### config.mk
export PLATFORM = sky130hd
export DESIGN_NAME = sring_mgr
export DESIGN_NICKNAME = d
export VERILOG_FILES = /design/src/rtl/sring_pkg.sv /design/src/rtl/sring_route.sv /design/src/rtl/sring_ptr.sv /design/src/rtl/sring_irq.sv /design/src/rtl/sring_mgr.sv
export SDC_FILE = /design/constraint.sdc
export NUM_CORES = 1
export LEC_CHECK = 0
export ABC_AREA = 1
export ABC_CLOCK_PERIOD_IN_PS = 2520
export BUFFER_PORTS_ARGS = -buffer_cell sky130_fd_sc_hd__buf_2
export CAP_MARGIN = 20
export CORE_ASPECT_RATIO = 0.7
export CORE_MARGIN = 3
export CORE_UTILIZATION = 25
export DETAILED_ROUTE_END_ITERATION = 10
export GPL_TIMING_DRIVEN = 0
export PLACE_DENSITY = 0.44
export SETUP_SLACK_MARGIN = 0.5
export SLEW_MARGIN = 20
export SYNTH_ARGS = -nofsm -noshare
export SYNTH_HDL_FRONTEND = slang
export SYNTH_HIERARCHICAL = 1
export SYNTH_SLANG_ARGS = --single-unit
export TNS_END_PERCENT = 100
### constraint.sdc
create_clock -name clk -period 2.52 [get_ports clk]
set_input_delay 0.378 -clock clk [delete_from_list [all_inputs] [get_ports clk]]
set_output_delay 0.378 -clock clk [all_outputs]
set_load 0.01 [all_outputs]
### src/rtl/sring_pkg.sv
package sring_pkg;

  // Width of the subaddress control word; bit positions below are fixed
  localparam int unsigned CTRL_W = 16;

  // Pointer advance events seen at the current offset
  typedef struct packed {
    logic half_hit;
    logic wrap_hit;
  } ring_evt_t;

  // Low-bit mask for a ring of 2^log2 words
  function automatic logic [31:0] ring_mask32(input int unsigned log2);
    ring_mask32 = (32'd1 << log2) - 32'd1;
  endfunction

  // Enable test: broadcast words with separate data use the low triplet
  function automatic logic ring_enable(input logic [CTRL_W-1:0] ctrl,
                                       input logic bcast,
                                       input logic sep);
    if (bcast && sep)
      ring_enable = ctrl[15] & ctrl[2] & ctrl[1] & ctrl[0];
    else
      ring_enable = ctrl[15] & ctrl[7] & ctrl[6] & ctrl[5];
  endfunction

endpackage

### src/rtl/sring_route.sv
module sring_route
  import sring_pkg::*;
(
  input  logic              word_valid,
  input  logic              is_bcast,
  input  logic              sep_bcast_en,
  input  logic [CTRL_W-1:0] sa_ctrl,
  output logic              route_hit
);

  // Bits no routing choice looks at
  logic unused_ctrl;
  assign unused_ctrl = ^{sa_ctrl[14:8], sa_ctrl[4:3]};

  always_comb begin
    route_hit = word_valid & ring_enable(sa_ctrl, is_bcast, sep_bcast_en);
  end

endmodule

### src/rtl/sring_ptr.sv
module sring_ptr
  import sring_pkg::*;
#(
  parameter int unsigned OW = 14
) (
  input  logic          clk,
  input  logic          rst_n,
  input  logic          adv,
  input  logic [OW-1:0] mask,
  output logic [OW-1:0] cur_off,
  output logic [OW-1:0] nxt_off,
  output ring_evt_t     evt
);

  logic [OW-1:0] off_q;

  always_comb begin
    cur_off      = off_q & mask;
    nxt_off      = (cur_off + OW'(1)) & mask;
    evt.half_hit = (cur_off == (mask >> 1));
    evt.wrap_hit = (cur_off == mask);
  end

  always_ff @(posedge clk or negedge rst_n) begin
    if (!rst_n)   off_q <= '0;
    else if (adv) off_q <= nxt_off;
  end

endmodule

### src/rtl/sring_irq.sv
module sring_irq
  import sring_pkg::*;
(
  input  logic      clk,
  input  logic      rst_n,
  input  logic      adv,
  input  ring_evt_t evt,
  input  logic      half_en,
  input  logic      wrap_en,
  output logic      half_irq,
  output logic      wrap_irq
);

  always_ff @(posedge clk or negedge rst_n) begin
    if (!rst_n) begin
      half_irq <= 1'b0;
      wrap_irq <= 1'b0;
    end else begin
      half_irq <= adv & half_en & evt.half_hit;
      wrap_irq <= adv & wrap_en & evt.wrap_hit;
    end
  end

endmodule

### src/rtl/sring_mgr.sv
module sring_mgr
  import sring_pkg::*;
#(
  parameter int unsigned AW        = 16,
  parameter int unsigned SZW       = 3,
  parameter int unsigned MIN_LOG2  = 7,
  parameter logic [15:0] BASE_ADDR = 16'hC000,
  parameter logic [15:0] SLOT_A    = 16'h0101,
  parameter logic [15:0] SLOT_B    = 16'h0105
) (
  input  logic              clk,
  input  logic              rst_n,
  input  logic              word_valid,
  input  logic              is_bcast,
  input  logic              sep_bcast_en,
  input  logic              area_b,
  input  logic [SZW-1:0]    size_code,
  input  logic [CTRL_W-1:0] sa_ctrl,
  input  logic              half_irq_en,
  input  logic              wrap_irq_en,
  output logic              use_ring,
  output logic [AW-1:0]     wr_addr,
  output logic [AW-1:0]     ptr_slot_addr,
  output logic              ptr_slot_we,
  output logic [AW-1:0]     ptr_slot_wdata,
  output logic              half_irq,
  output logic              wrap_irq
);

  localparam int unsigned OW     = MIN_LOG2 + (1 << SZW) - 1;
  localparam int unsigned NAREAS = 2;

  logic [OW-1:0] ring_mask;
  logic [OW-1:0] cur_off [NAREAS];
  logic [OW-1:0] nxt_off [NAREAS];
  ring_evt_t     evt     [NAREAS];
  logic          route_hit;
  logic [OW-1:0] sel_cur;
  logic [OW-1:0] sel_nxt;
  ring_evt_t     sel_evt;

  assign ring_mask = OW'(ring_mask32(MIN_LOG2 + 32'(size_code)));

  sring_route u_route (
    .word_valid   (word_valid),
    .is_bcast     (is_bcast),
    .sep_bcast_en (sep_bcast_en),
    .sa_ctrl      (sa_ctrl),
    .route_hit    (route_hit)
  );

  for (genvar g = 0; g < NAREAS; g++) begin : g_area
    sring_ptr #(.OW(OW)) u_ptr (
      .clk     (clk),
      .rst_n   (rst_n),
      .adv     (route_hit & (area_b == g[0])),
      .mask    (ring_mask),
      .cur_off (cur_off[g]),
      .nxt_off (nxt_off[g]),
      .evt     (evt[g])
    );
  end

  always_comb begin
    sel_cur = area_b ? cur_off[1] : cur_off[0];
    sel_nxt = area_b ? nxt_off[1] : nxt_off[0];
    sel_evt = area_b ? evt[1]     : evt[0];
  end

  sring_irq u_irq (
    .clk      (clk),
    .rst_n    (rst_n),
    .adv      (route_hit),
    .evt      (sel_evt),
    .half_en  (half_irq_en),
    .wrap_en  (wrap_irq_en),
    .half_irq (half_irq),
    .wrap_irq (wrap_irq)
  );

  always_comb begin
    use_ring       = route_hit;
    ptr_slot_we    = route_hit;
    ptr_slot_addr  = area_b ? AW'(SLOT_B) : AW'(SLOT_A);
    wr_addr        = route_hit ? (AW'(BASE_ADDR) | AW'(sel_cur)) : '0;
    ptr_slot_wdata = route_hit ? (AW'(BASE_ADDR) | AW'(sel_nxt)) : '0;
  end

endmodule

==> results of run 1 <==
==> sequential cells by signal, indices dropped and copies added, names as in the netlist <==
name	count
u_irq/wrap_irq	1
u_irq/half_irq	1
g_area.u_ptr/off_q	28
==> worst max path at each step <==
stage / slack, ns / depth (start not counted) / startpoint / endpoint
detailed placement: -0.09 / 14 / size_code[1] / ptr_slot_wdata[13]
CTS: 0.14 / 15 / size_code[2] / ptr_slot_wdata[13]
floorplan: 0.61 / 12 / size_code[2] / ptr_slot_wdata[13]
global placement: -0.09 / 14 / size_code[1] / ptr_slot_wdata[13]
finish: 0.24 / 15 / size_code[2] / ptr_slot_wdata[13]
global route: 0.13 / 15 / size_code[2] / ptr_slot_wdata[12]
==> per-stage QoR <==
stage | instance area (sq um) | setup TNS [ns]
5_1_grt | 5530 | 0
6_report | 5530 | 0
2_1_floorplan | 3680 | 0
3_3_place_gp | 4170 | -0.131
3_5_place_dp | 4170 | -0.147
4_1_cts | 5130 | 0
==> critical path: stages <==
cell and delay, ns:
buf_8 0.08, clkinvlp_4 0.11, a21oi_4 0.24, buf_12 0.15, nand2_8 0.06, nor2_4 0.09
nand2_2 0.07, nor2_4 0.12, nand2_2 0.08, nand2_2 0.08, nand2_1 0.06, nor2_2 0.08
nand3_1 0.08, nand2_1 0.09, buf_2 0.13
==> final cells by class <==
cell class              instances  share of cell area (%)
multi-input cells             471                    49.5
repair buffers                140                    18.0
flip-flops and latches         30                    13.6
plain buffers                  41                    5.10
inverters                     103                    7.20
well taps                     185                    4.19
clock buffers                   7                    2.40
==> cell families (layout without fill, tap and decap cells) <==
group	Yosys count	count (layout)	share of synthesized area, %
buffers and inverters	144	291	18.5
flip-flops	30	30	21.1
adder cells (fa/ha/maj)	1	1	0.352
AND/OR/NAND/NOR	375	375	48.7
other	2	33	0.211
AO/OA/AOI/OAI	46	46	7.18
XOR/XNOR	16	16	3.94
==> placed cells by master, fill, tap and decap left out, types with 4 or more instances in the layout <==
| cell | instances |
|---|---|
| o21ai_0 | 10 |
| buf_2 | 59 |
| nand2_4 | 17 |
| nand4_1 | 12 |
| clkbuf_1 | 5 |
| nand2_8 | 4 |
| a21oi_4 | 4 |
| nor2_1 | 36 |
| xor2_1 | 16 |
| o21ai_2 | 4 |
| a21oi_1 | 4 |
| nor2_4 | 22 |
| buf_4 | 100 |
| nor2_2 | 12 |
| inv_2 | 17 |
| nand3_2 | 10 |
| buf_6 | 14 |
| nor3_1 | 6 |
| nand2_2 | 34 |
| inv_1 | 83 |
| o22ai_1 | 10 |
| conb_1 | 33 |
| o21ai_1 | 7 |
| nand2_1 | 155 |
| dfrtp_1 | 30 |
| nand3_1 | 62 |
| clkbuf_16 | 5 |
==> metal layers <==
metal,share of wire (%),global-route usage (%)
met5,0,0
met4,1.2,2.90
met3,2.7,2.66
met2,47,29.4
met1,49,25.0
==> power breakdown <==
part / total, uW / switching, uW / leakage (uW) / internal [uW]
clock network: 593 / 231 / 0.0000640 / 362
registers: 531 / 26.5 / 0.000413 / 504
logic: 485 / 294 / 0.00262 / 191
==> repair_timing <==
| item | in CTS | in global routing |
|---|---|---|
| endpoints found under the setup margin | 48 | 46 |
| gates resized for setup | 100 | 58 |
| buffers inserted | 59 | 28 |
| hold endpoints to repair | 0 | 0 |
| pin swaps | 65 | 51 |
==> run summary, run 1 <==
status -> finished, final reports clean
Crit path required time -> 2.14 ns
die span in x -> 148 um
final core utilization -> 40.8%
cell count after synthesis -> 614
post-synth top area share -> 21.1%
Non-Filler Instances -> 977
launching element type of the critical path -> input port
register area share after synthesis -> 21.1%
Peak VDD IR -> 0.215 mV
RSZ-0062 raised after global routing -> yes
RD Place Congestion -> 0.867
final wirelength -> 14300 um
CTS Buffer Depth -> 2
Power Total -> 1610 uW
detailed-route via count -> 4290
Synth area leaders -> dfrtp_1 21%, nand2_1 20%, inv_1 10%
Mean Syn Cell Area -> 5.79 sq um
Ys Warns -> 6
cts bufs inserted -> 5
Final Hold Fails -> 0
Area Growth Syn to Fin -> 55.5%
global-route usage over all layers -> 17.8%
CTS root buf -> clkbuf_16
async set-reset flop share out of synthesis -> 100%
# port buffers -> 53
largest net degree at the start of global routing -> 31
H-tree levels -> 2
worst reg-to-reg path cell count -> 13
# DRC -> 0
FF/Latch Area -> 751 sq um
Worst R2R Setup Slack -> 0.54 ns
Max Cap Viol -> 0
Fmax achieved -> 438 MHz
num rows -> 35
synthesized area -> 3550 sq um
clk sinks -> 30
initial antenna violation count -> 0
Worst Path Max Fanout -> 4
vias in the first global route -> 4062
global-route wire length before repair -> 22000 um
flops & latches, synth -> 30
core area -> 13500 sq um
final hold slack -> 0.184 ns
quantity of hold-fixing buffers added after cts -> 0
Reg clk slew, reported paths -> 0.05 ns
DIE HEIGHT -> 106 um
wire per inst -> 14.7 um
initial DRC count -> 265
critical path class -> in2out
Yosys top cell by area -> dfrtp_1
Final Max Slew Viols -> 0
n_diodes -> 0
fin crit share -> 90.7%
I/O pins -> 79
Critical Path End Type -> output pin
Skew-Pair Late Insertion Delay -> 0.28 ns
reg-to-reg endpoint -> g_area[1].u_ptr/off_q[8]$_DFFE_PN0P_
grt ovf -> 0
# fillers -> 1426
cell with the most instances after synthesis -> nand2_1
Worst-Margin Slew -> 0.801 ns
P_leak -> 0.00310 uW
post-route ant nets -> 0
Synth Flop Type -> dfrtp_1
setup violators final -> 0
Yosys cell types -> 27
EDFF count, synth -> 0
Die Area -> 15700 sq um
Vias/cell -> 4.39
total area of multi-input combinational cells -> 2740 sq um
fin nets -> 820
R2R Path Start -> g_area[1].u_ptr/off_q[1]$_DFFE_PN0P_
WP data arrival -> 1.91 ns
Place WS -> -0.0865 ns
1st-pass router iterations -> 6
Post-synth top cells -> 194 x nand2_1, 98 x inv_1, 73 x nand3_1
Pwr Density -> 291 nW/um^2
Tmin final -> 2.28 ns
share of layout cells above drive strength 1 -> 40.2%
Tightest Hold Check Type -> in2async
# placed instances -> 883
final clock skew -> 0.00326 ns
Slew headroom -> 46.6%
CTS tree -> done
HPWL Detailed -> 10500 um
initial core utilization -> 26.3%
worst setup margin -> 0.235 ns
(Power assumes the default switching activity.)
==> run 2: changes to the inputs <==
--- a/config.mk
+++ b/config.mk
@@ -9,10 +9,11 @@
 export ABC_CLOCK_PERIOD_IN_PS = 2520
 export BUFFER_PORTS_ARGS = -buffer_cell sky130_fd_sc_hd__buf_2
 export CAP_MARGIN = 20
-export CORE_ASPECT_RATIO = 0.7
+export CORE_ASPECT_RATIO = 2
 export CORE_MARGIN = 3
 export CORE_UTILIZATION = 25
 export DETAILED_ROUTE_END_ITERATION = 10
+export GPL_ROUTABILITY_DRIVEN = 0
 export GPL_TIMING_DRIVEN = 0
 export PLACE_DENSITY = 0.44
 export SETUP_SLACK_MARGIN = 0.5
==> run summary, run 2 (synthesis results as in run 1) <==
# DRC -> 0 (unchanged)
Fmax achieved -> 440 MHz (+0.44%)
P_leak -> 0.00290 uW (-6.4%)
cell mode on critical path -> nand2_2
Tightest Hold Check Type -> in2async
worst setup margin -> 0.245 ns (+0.00990 ns)
die span in x -> 90.3 um (-39%)
core area -> 13900 sq um (+2.7%)
largest net degree at the start of global routing -> 31 (unchanged)
global-route usage over all layers -> 17.6% (-0.23 points)
crit path cell chain -> buf_8 > clkinvlp_4 > nand2_4 > nand2_4 > nor2_4 > nand2_2 > nor2_2 > nand2_2 > nand2_2 > nand2_1 > nor2_2 > nand3_1 > nand2_1 > buf_2
initial antenna violation count -> 0 (unchanged)
Largest regs -> g_area.u_ptr/off_q: 28 flops, u_irq/half_irq: 1 flops, u_irq/wrap_irq: 1 flops
vias in the first global route -> 4172 (+2.7%)
num rows -> 61 (+74%)
CTS Buffer Depth -> 2 (unchanged)
DIE HEIGHT -> 175 um (+65%)
Critical Path End Type -> output pin
Critical-path top delay cell -> clkinvlp_4
Power Internal -> 1070 uW (+0.79%)
CTS tree -> done
Pwr Density -> 315 nW/um^2 (+8.3%)
combinational fraction of design power -> 27.7% (-2.5 points)
Die Area -> 15800 sq um (+0.41%)
placed cell areas -> 4180 sq um (+0.12%)
most frequent cells in the layout -> 158 x nand2_1, 89 x inv_1, 71 x buf_4
final clock skew -> 0.00704 ns (+0.00378 ns)
Skew-Pair Late Insertion Delay -> 0.29 ns (about the same)
1st-pass router iterations -> 5 (-1)
# placed instances -> 887 (+0.45%)
Final Max Slew Viols -> 0 (unchanged)
final wirelength -> 14100 um (-1.8%)
Worst-Margin Slew -> 0.812 ns (+0.0111 ns)
status -> finished, final reports clean
n_diodes -> 0 (unchanged)
wire per inst -> 14.9 um (+1.4%)
Worst R2R Setup Slack -> 0.68 ns (+0.14 ns)
Slew headroom -> 45.9% (-0.74 points)
CP Launch Point -> size_code[2]
Final Hold Fails -> 0 (unchanged)
quantity of hold-fixing buffers added after cts -> 0 (unchanged)
largest register by flop count -> g_area.u_ptr/off_q
slowest cell delay on critical path -> 0.18 ns (-0.06 ns)
setup violators final -> 0 (unchanged)
Peak VDD IR -> 0.252 mV (+17%)
WP data arrival -> 1.90 ns (about the same)
H-tree levels -> 2 (unchanged)
Crit path required time -> 2.14 ns (about the same)
Sw Ratio -> 34.4% (+0.11 points)
I/O pins -> 79 (unchanged)
launching element type of the critical path -> input port
fin nets -> 784 (-4.4%)
# port buffers -> 53 (unchanged)
initial core utilization -> 25.6% (-0.68 points)
post-route ant nets -> 0 (unchanged)
# fillers -> 1562 (+9.5%)
flip-flop count of the largest register after layout -> 28 (unchanged)
Worst Path Max Fanout -> 5 (+1)
Area Growth Syn to Fin -> 45.0%
Vias/cell -> 4.47 (+1.8%)
RSZ-0062 raised after global routing -> yes
sequential power share -> 32.6% (-0.4 points)
Max Cap Viol -> 0 (unchanged)
R2R Path Start -> g_area[0].u_ptr/off_q[12]$_DFFE_PN0P_
detailed-route via count -> 4228 (-1.4%)
Reg clk slew, reported paths -> 0.06 ns (about the same)
commonest non-fill, non-tap cell in the layout -> nand2_1
cts bufs inserted -> 5 (unchanged)
initial DRC count -> 256 (-3.4%)
final instance area -> 5150 sq um (-6.8%)
Place WS -> -0.0855 ns (+0.00101 ns)
CTS root buf -> clkbuf_16
fin crit share -> 90.3% (-0.39 points)
Tmin final -> 2.27 ns (-0.00989 ns)
critical path class -> in2out
Worst Setup EP -> ptr_slot_wdata[13]
Non-Filler Instances -> 946 (-3.2%)
global-route wire length before repair -> 21400 um (-2.5%)
clock share of power -> 39.6% (+2.7 points)
reg-to-reg endpoint -> u_irq/half_irq$_DFF_PN0_
share of layout cells above drive strength 1 -> 36.1% (-4.1 points)
worst reg-to-reg path cell count -> 11 (-2)
grt ovf -> 0 (unchanged)
HPWL Detailed -> 11000 um (+4.9%)
Sw Pwr -> 559 uW (+1.3%)
clk sinks -> 30 (unchanged)
[run 2: changes by cell type in the layout (fill, tap and decap cells not counted), sizes merged]
cell	before	now
clkinvlp	1	2
clkinv	0	1
buf	176	139
inv	102	101
clkbuf	12	13
[run 2: how the worst min path moves through the flow]
stage                                                        to  slack [ns]  cells past startpoint
after floorplan            g_area[0].u_ptr/off_q[0]$_DFFE_PN0P_        0.08                      0
after CTS                 g_area[0].u_ptr/off_q[12]$_DFFE_PN0P_        0.22                      1
final                     g_area[0].u_ptr/off_q[13]$_DFFE_PN0P_        0.18                      1
after global routing      g_area[0].u_ptr/off_q[13]$_DFFE_PN0P_        0.25                      1
after detailed placement   g_area[0].u_ptr/off_q[3]$_DFFE_PN0P_        0.50                      2
after global placement     g_area[0].u_ptr/off_q[3]$_DFFE_PN0P_        0.49                      2
[run 2: layer usage]
layer	share of wire [%]	GRT usage [%]	vias up
li1	-	-	2132
met1	34	16.1	1942
met2	57	34.9	114
met3	2.2	1.59	40
met4	7.6	13.1	0
met5	0	0	-
[run 2: area by class of cell]
cell class	instances	area [sq um]	share of cell area, %
multi-input cells	471	2640	51.2
flip-flops and latches	30	751	14.6
repair buffers	104	699	13.6
inverters	103	397	7.70
plain buffers	41	284	5.51
well taps	189	236	4.59
clock buffers	7	143	2.77
clock inverters	1	5.00	0.0972
[run 2: stage by stage]
step,hold WS (ns),total power (uW),util (%),TNS (ns)
2_1_floorplan,0.0824,781,-,0
3_3_place_gp,0.494,883,30.1,-0.0133
3_5_place_dp,0.498,887,30.1,-0.627
4_1_cts,0.223,1600,34.6,0
5_1_grt,0.247,1700,37.1,0
6_report,0.182,1620,37.1,0
[run 2: timing repair]
item,in CTS,in global routing
resized for setup,67,58
setup endpoints to repair,49,38
pin swaps,39,42
buffers inserted,32,19
[run 2: power by group through the flow]
stage | Combinational [uW] | Sequential [uW] | Clock, uW
global route | 492 | 534 | 678
finish | 451 | 530 | 644
CTS | 415 | 530 | 654
detailed placement | 352 | 536 | 0
global placement | 348 | 535 | 0
floorplan | 249 | 531 | 0
[run 2: critical path, delay by kind of cell]
family	cells	cell delay, ns
buf+inv	3	0.39
simple gates	11	1.11
